===== config.mk =====
export PLATFORM = sky130hd
export DESIGN_NAME = kbc_outport
export DESIGN_NICKNAME = d
export VERILOG_FILES = /design/src/rtl/kbc_outport.sv
export SDC_FILE = /design/constraint.sdc
export NUM_CORES = 1
export LEC_CHECK = 0
export ABC_CLOCK_PERIOD_IN_PS = 2300
export BUFFER_PORTS_ARGS = -buffer_cell sky130_fd_sc_hd__buf_2
export CORE_MARGIN = 2
export CORE_UTILIZATION = 45
export DETAILED_ROUTE_END_ITERATION = 10
export PLACE_DENSITY = 0.74
export SLEW_MARGIN = 20
export SYNTH_ARGS = -nofsm -noshare
export SYNTH_HDL_FRONTEND = slang
export SYNTH_SLANG_ARGS = --single-unit

===== constraint.sdc =====
create_clock -name clk -period 2.3 [get_ports clk]
set_input_delay 0.115 -clock clk [delete_from_list [all_inputs] [get_ports clk]]
set_output_delay 0.115 -clock clk [all_outputs]
set_load 0.02 [all_outputs]

===== src/rtl/kbc_outport.sv =====
module kbc_outport #(
  parameter int unsigned PULSE_CYCLES = 300,
  parameter logic [7:0]  RESET_PORT   = 8'hCF
) (
  input  logic       clk,
  input  logic       rst_n,
  input  logic       cmd_valid,
  input  logic [7:0] cmd_code,
  input  logic [7:0] cmd_data,
  input  logic       irq1_active,
  input  logic       irq12_active,
  output logic       cmd_ready,
  output logic [7:0] port_pins,
  output logic       cpu_reset_n,
  output logic       a20_gate,
  output logic       rd_valid,
  output logic [7:0] rd_data
);
  localparam int unsigned CW = $clog2(PULSE_CYCLES + 1);
  localparam logic [CW-1:0] LOAD = CW'(PULSE_CYCLES);

  logic [7:0]    store;
  logic [3:0]    pmask;
  logic [CW-1:0] cnt;

  wire accept  = cmd_valid && cmd_ready;
  wire is_wr   = cmd_code == 8'hD1;
  wire is_rd   = cmd_code == 8'hD0;
  wire is_puls = cmd_code[7:4] == 4'hF;
  wire [3:0] sel = ~cmd_code[3:0];

  assign cmd_ready   = cnt == '0;
  assign port_pins   = {store[7:6], irq12_active, irq1_active, store[3:0] & ~pmask};
  assign cpu_reset_n = port_pins[0];
  assign a20_gate    = port_pins[1];

  always_ff @(posedge clk or negedge rst_n) begin
    if (!rst_n) begin
      store    <= RESET_PORT;
      pmask    <= '0;
      cnt      <= '0;
      rd_valid <= 1'b0;
      rd_data  <= '0;
    end else begin
      rd_valid <= accept && is_rd;
      if (accept && is_rd) rd_data <= port_pins;
      if (accept && is_wr) store <= {cmd_data[7:6], 2'b00, cmd_data[3:0]};
      if (accept && is_puls && sel != 4'h0) begin
        pmask <= sel;
        cnt   <= LOAD;
      end else if (cnt != '0) begin
        cnt <= cnt - 1'b1;
        if (cnt == CW'(1)) pmask <= '0;
      end
    end
  end
endmodule



=== Word-level counts from Yosys, hierarchy flattened ===
Index checks and enable logic that the tools add are counted.
W data, S select, Z words.

* Muxes and demuxes: 5
* Bitwise logic cells: 3
* $add $sub $neg: 1
* Reductions and logical operators: 11
* Eq/ne operators: 4

{| class="wikitable"
|+ Operators by type and width
! operator !! count
|-
| $mux W9 || 2
|-
| $eq A8 B8 Y1 const B || 2
|-
| $mux W4 || 3
|-
| $eq A9 B1 Y1 const B || 1
|-
| $logic_not A9 Y1 || 1
|-
| $reduce_bool A9 Y1 || 1
|-
| $sub A9 B1 Y9 const B || 1
|-
| $not A4 Y4 || 2
|-
| $logic_and A1 B1 Y1 || 5
|-
| $and A4 B4 Y4 || 1
|-
| $eq A4 B4 Y1 const B || 1
|-
| $reduce_bool A2 Y1 || 2
|-
| $reduce_bool A4 Y1 || 1
|-
| $reduce_and A2 Y1 || 1
|}

* Register bits: 28
* Word-level logic and storage cells: 29
* Input port bits: 21

=== Depth between registers and ports, before layout ===
* Depth after elaboration: 6
* Depth in mapped cells: 6

=== Worst setup path before layout ===
No wires, ideal clock.

* Path type: register to register
* Start point: reg cnt[0]
* End point: reg rd_data[4]
* Path slack: 121 ps
* Path buffers: 0
* Cell stages (with the launch flop): 7
* Library setup time: 125 ps
* Period minus slack after synthesis: 2179 ps
* Arrival: 2054 ps
* Cells stage by stage: dfrtp_1 > inv_1 > ha_1 > or3b_2 > nor3_4 > nor3b_4 > mux2_2

* Cells in the longest elaborated chain, start to end: 3

{| class="wikitable"
|+ Ends and longest elaborated chain
! what !! line !! text
|-
| start: declaration || 24 || <nowiki>logic [CW-1:0] cnt;</nowiki>
|-
| start signal: assignment || 52 || <nowiki>cnt <= cnt - 1'b1;</nowiki>
|-
| $logic_not A9 Y1 || 32 || <nowiki>assign cmd_ready = cnt == '0;</nowiki>
|-
| $logic_and A1 B1 Y1 || 26 || <nowiki>wire accept = cmd_valid && cmd_ready;</nowiki>
|-
| $logic_and A1 B1 Y1 || 46 || <nowiki>if (accept && is_rd) rd_data <= port_pins;</nowiki>
|-
| end signal: assignment || 46 ||
|-
| end: declaration || 17 || <nowiki>output logic [7:0] rd_data</nowiki>
|}

Every way passes these cells.
A chain may end at the register's enable or synchronous reset.

=== Worst setup path in the final report ===
* Start point: reg cnt[3]
* End point: reg rd_data[1]

The elaborated chain is that of the path after synthesis.

==> Flow_metrics.wiki <==
{| class="wikitable"
! Metric !! Value
|-
| Filler Cell Count || 230
|-
| Area taken by multi-input logic gates || 573 um2
|-
| Number of hold violations in the final report || 0
|-
| GR met2 Demand/Resource || 0.308
|-
| RSZ-0062 raised after global routing || false
|-
| Unique masters post-synth || 29
|-
| Die width || 58.5 um
|-
| Fraction of final layout cells sized beyond drive strength 1 || 0.478
|-
| Top cell type by total area after synthesis || dfrtp_1
|-
| GR met1 Demand/Resource || 0.213
|-
| Cell type of the slowest stage on the worst timing path || or4_4
|-
| Delay-heaviest family, CP || simple AND/OR/NAND/NOR gates
|-
| Number of design rule violations left after detail routing || 0
|-
| Total power divided by cell area || 445 mW/mm2
|-
| Antenna diodes || 0
|-
| Chip height || 58.5 um
|-
| Clock slew at reported path FFs || 0.14 ns
|-
| Warnings from Yosys || 0
|-
| Largest net degree at the start of global routing || 29
|-
| Highest-utilization routing layer at the global route stage || met2
|-
| Tightest hold margin || 0.0221 ns
|-
| Highest ir drop seen on vdd || 0.414 mV
|-
| Htree depth || 1
|-
| CP Data Arrival Time || 2.34 ns
|-
| Grt total ovfl || 0
|-
| Number of buffers inserted by port buffering || 38
|-
| Post-synth EDFFs || 0
|-
| Post-Route Setup TNS || 0 ns
|-
| Skew final || 0.00817 ns
|-
| Average wire per cell in the routed design || 14.8 um
|-
| Starting DRC count in detailed routing || 30
|-
| Vias per cell || 5.55
|-
| Global-route wire length before repair || 4590 um
|-
| Worst-path maximum fanout || 5
|-
| Cell chosen for the clock root || clkbuf_4
|-
| Placed wire-length estimate after detailed placement || 2210 um
|-
| Cell area after synthesis || 0.00134 mm2
|-
| Number of pins exceeding their max-slew limit in the final report || 0
|-
| Total setup violations reported at the end of the flow || 0
|-
| Register bit total from synthesis || 28
|-
| Multiplexer share of the synthesized area || 0.125
|-
| Synthesized area per cell || 11.8 um2
|-
| Compound-Gate Fraction of Synth Area || 0.0768
|-
| Most common library cell in the layout ignoring fill and taps || buf_2
|-
| Core area || 0.00278 mm2
|-
| Proportion of register bits with asynchronous set or reset after synthesis || 1.00
|-
| FP Rows || 19
|-
| Hold/Removal Path Class || in -> reg
|-
| Min Tclk post-route || 2.13 ns
|-
| Deepest clock path buffer count || 2
|-
| Number of clock sinks seen by CTS || 28
|-
| Highest-count cells in the layout ignoring fill and taps || buf_2, dfrtp_1, mux2_2
|-
| Starting utilization of the core area || 0.480
|-
| Type of element launching the critical path || flop
|-
| Cells along the critical path || or4_4 -> nor3_4 -> nor3b_4 -> buf_4 -> mux2_2
|-
| Peak per-stage delay on the critical path || 0.60 ns
|-
| Result of the run || finished, final reports clean
|-
| Register area share after synthesis || 0.530
|-
| Max transition margin || 0.600
|-
| Total via count after detailed routing || 1044
|-
| Area growth, synth to finish || 21.1%
|-
| Largest family of logic cells by synthesized area || simple AND/OR/NAND/NOR gates
|-
| Number of buffers created by CTS || 3
|-
| Share of the clock period used by the worst path || 0.927
|-
| Synth Area in XOR/XNOR || 0.0262
|-
| Data required, critical path || 2.51 ns
|-
| Global placer's final weighted congestion || 0.810
|-
| Sequential cell area || 708 um2
|-
| Tightest Pin Transition || 0.600 ns
|-
| IO Count || 41
|-
| CTS tree || built
|-
| Clock insertion delay at the later pin of the skew report || 0.32 ns
|-
| Die Area || 0.00342 mm2
|-
| Simple-gate area share of the yosys netlist || 0.169
|-
| Overall power || 0.000721 W
|-
| 1st-pass router iterations || 4
|-
| Routed wire length || 2790 um
|-
| Max-cap violation count || 0
|-
| Proportion of netlist area held by the largest area contributor || 0.412
|-
| Top cells by area, synth || dfrtp_1, dfstp_2, mux2_2
|-
| Net total in the final layout || 183
|-
| Vias in the first global route || 1048
|-
| GRT Util Overall || 0.177
|-
| Number of antenna violations at the first check in global routing || 0
|-
| Met3 global-route usage || 0.0330
|-
| Kind of end point of the critical path || flop
|-
| Synthesized net count || 137
|-
| Most frequently used flop master after synthesis || dfrtp_1
|-
| Worst Path Buf+Inv || 1
|-
| Leakage power || 0.821 nW
|-
| Achievable frequency || 0.469 GHz
|-
| Post-detailed-route count of antenna-violating nets || 0
|-
| Post-synthesis adder-cell area fraction || 0.0281
|-
| Critical Setup Path Class || reg -> reg
|-
| Gate count after technology mapping || 113
|}
[cell type report]
cell class | instances | share of cell area
Timing Repair Buffer | 47 | 0.161
Clock buffer | 3 | 0.0139
Multi-Input combinational cell | 75 | 0.354
Tap cell | 31 | 0.0240
Inverter | 4 | 0.00928
Sequential cell | 28 | 0.438
[sequential cells by signal, summed over array words and instances, names as in the netlist]
name / count
cnt: 9
rd_data: 8
store: 6
pmask: 4
rd_valid: 1
[cell families (layout without fill, tap and decap cells)]
kind of cell,Yosys count,count (layout)
buffers and inverters,10,54
multiplexers,15,15
XOR/XNOR,4,4
flip-flops,28,28
AO/OA/AOI/OAI,16,16
AND/OR/NAND/NOR,37,37
adder cells (fa/ha/maj),3,3
[report_power, final]
part	internal, W	switching [W]
logic	0.0000140	0.0000222
clock network	0.0000614	0.000130
registers	0.000493	0
[metal layers]
metal,routed length [um],part of all wire,vias to the layer above
met3,172,0.062,4
li1,-,-,491
met1,1190,0.43,512
met5,0,0,-
met2,1400,0.50,37
met4,27,0.0097,0
[stage by stage]
stage	utilization	area [um2]	std cells	setup slack, ns
2_1_floorplan	-	1340	113	0.121
3_3_place_gp	0.565	1570	183	0.0968
3_5_place_dp	0.565	1570	183	0.00464
4_1_cts	0.581	1620	188	0.0174
5_1_grt	0.582	1620	188	0.0600
6_report	0.582	1620	188	0.168
[cells in the mapped netlist (3+ instances only)]
master	count
dfrtp_1	22
mux2_2	14
nand2_1	8
buf_4	6
dfstp_2	6
o21ai_0	6
nor2_1	5
inv_1	4
nand3_1	4
nand4_1	4
nor2b_1	4
o211ai_1	4
ha_1	3
nor3_1	3
[worst paths after layout]
check / from / to / slack [ns] / depth (start not counted)
setup / recovery: cnt[3] / rd_data[1] / 0.17 / 5
hold / removal: cmd_data[0] / store[0] / 0.02 / 2
setup reg to reg: cnt[3] / rd_data[1] / 0.17 / 5
hold reg to reg: rd_data[6] / rd_data[6] / 0.51 / 1
max in group asynchronous: rst_n / pmask[2] / 1.57 / 2
min in group asynchronous: rst_n / pmask[1] / 0.34 / 2
[timing repair]
action	CTS	global route
setup buffers	1	0
hold buffers	1	0
gates cloned	0	0
pin swaps	1	1
endpoints found under the setup margin	4	20
gates resized for setup	2	2
hold endpoints to repair	22	0
(Power assumes the default switching activity.)
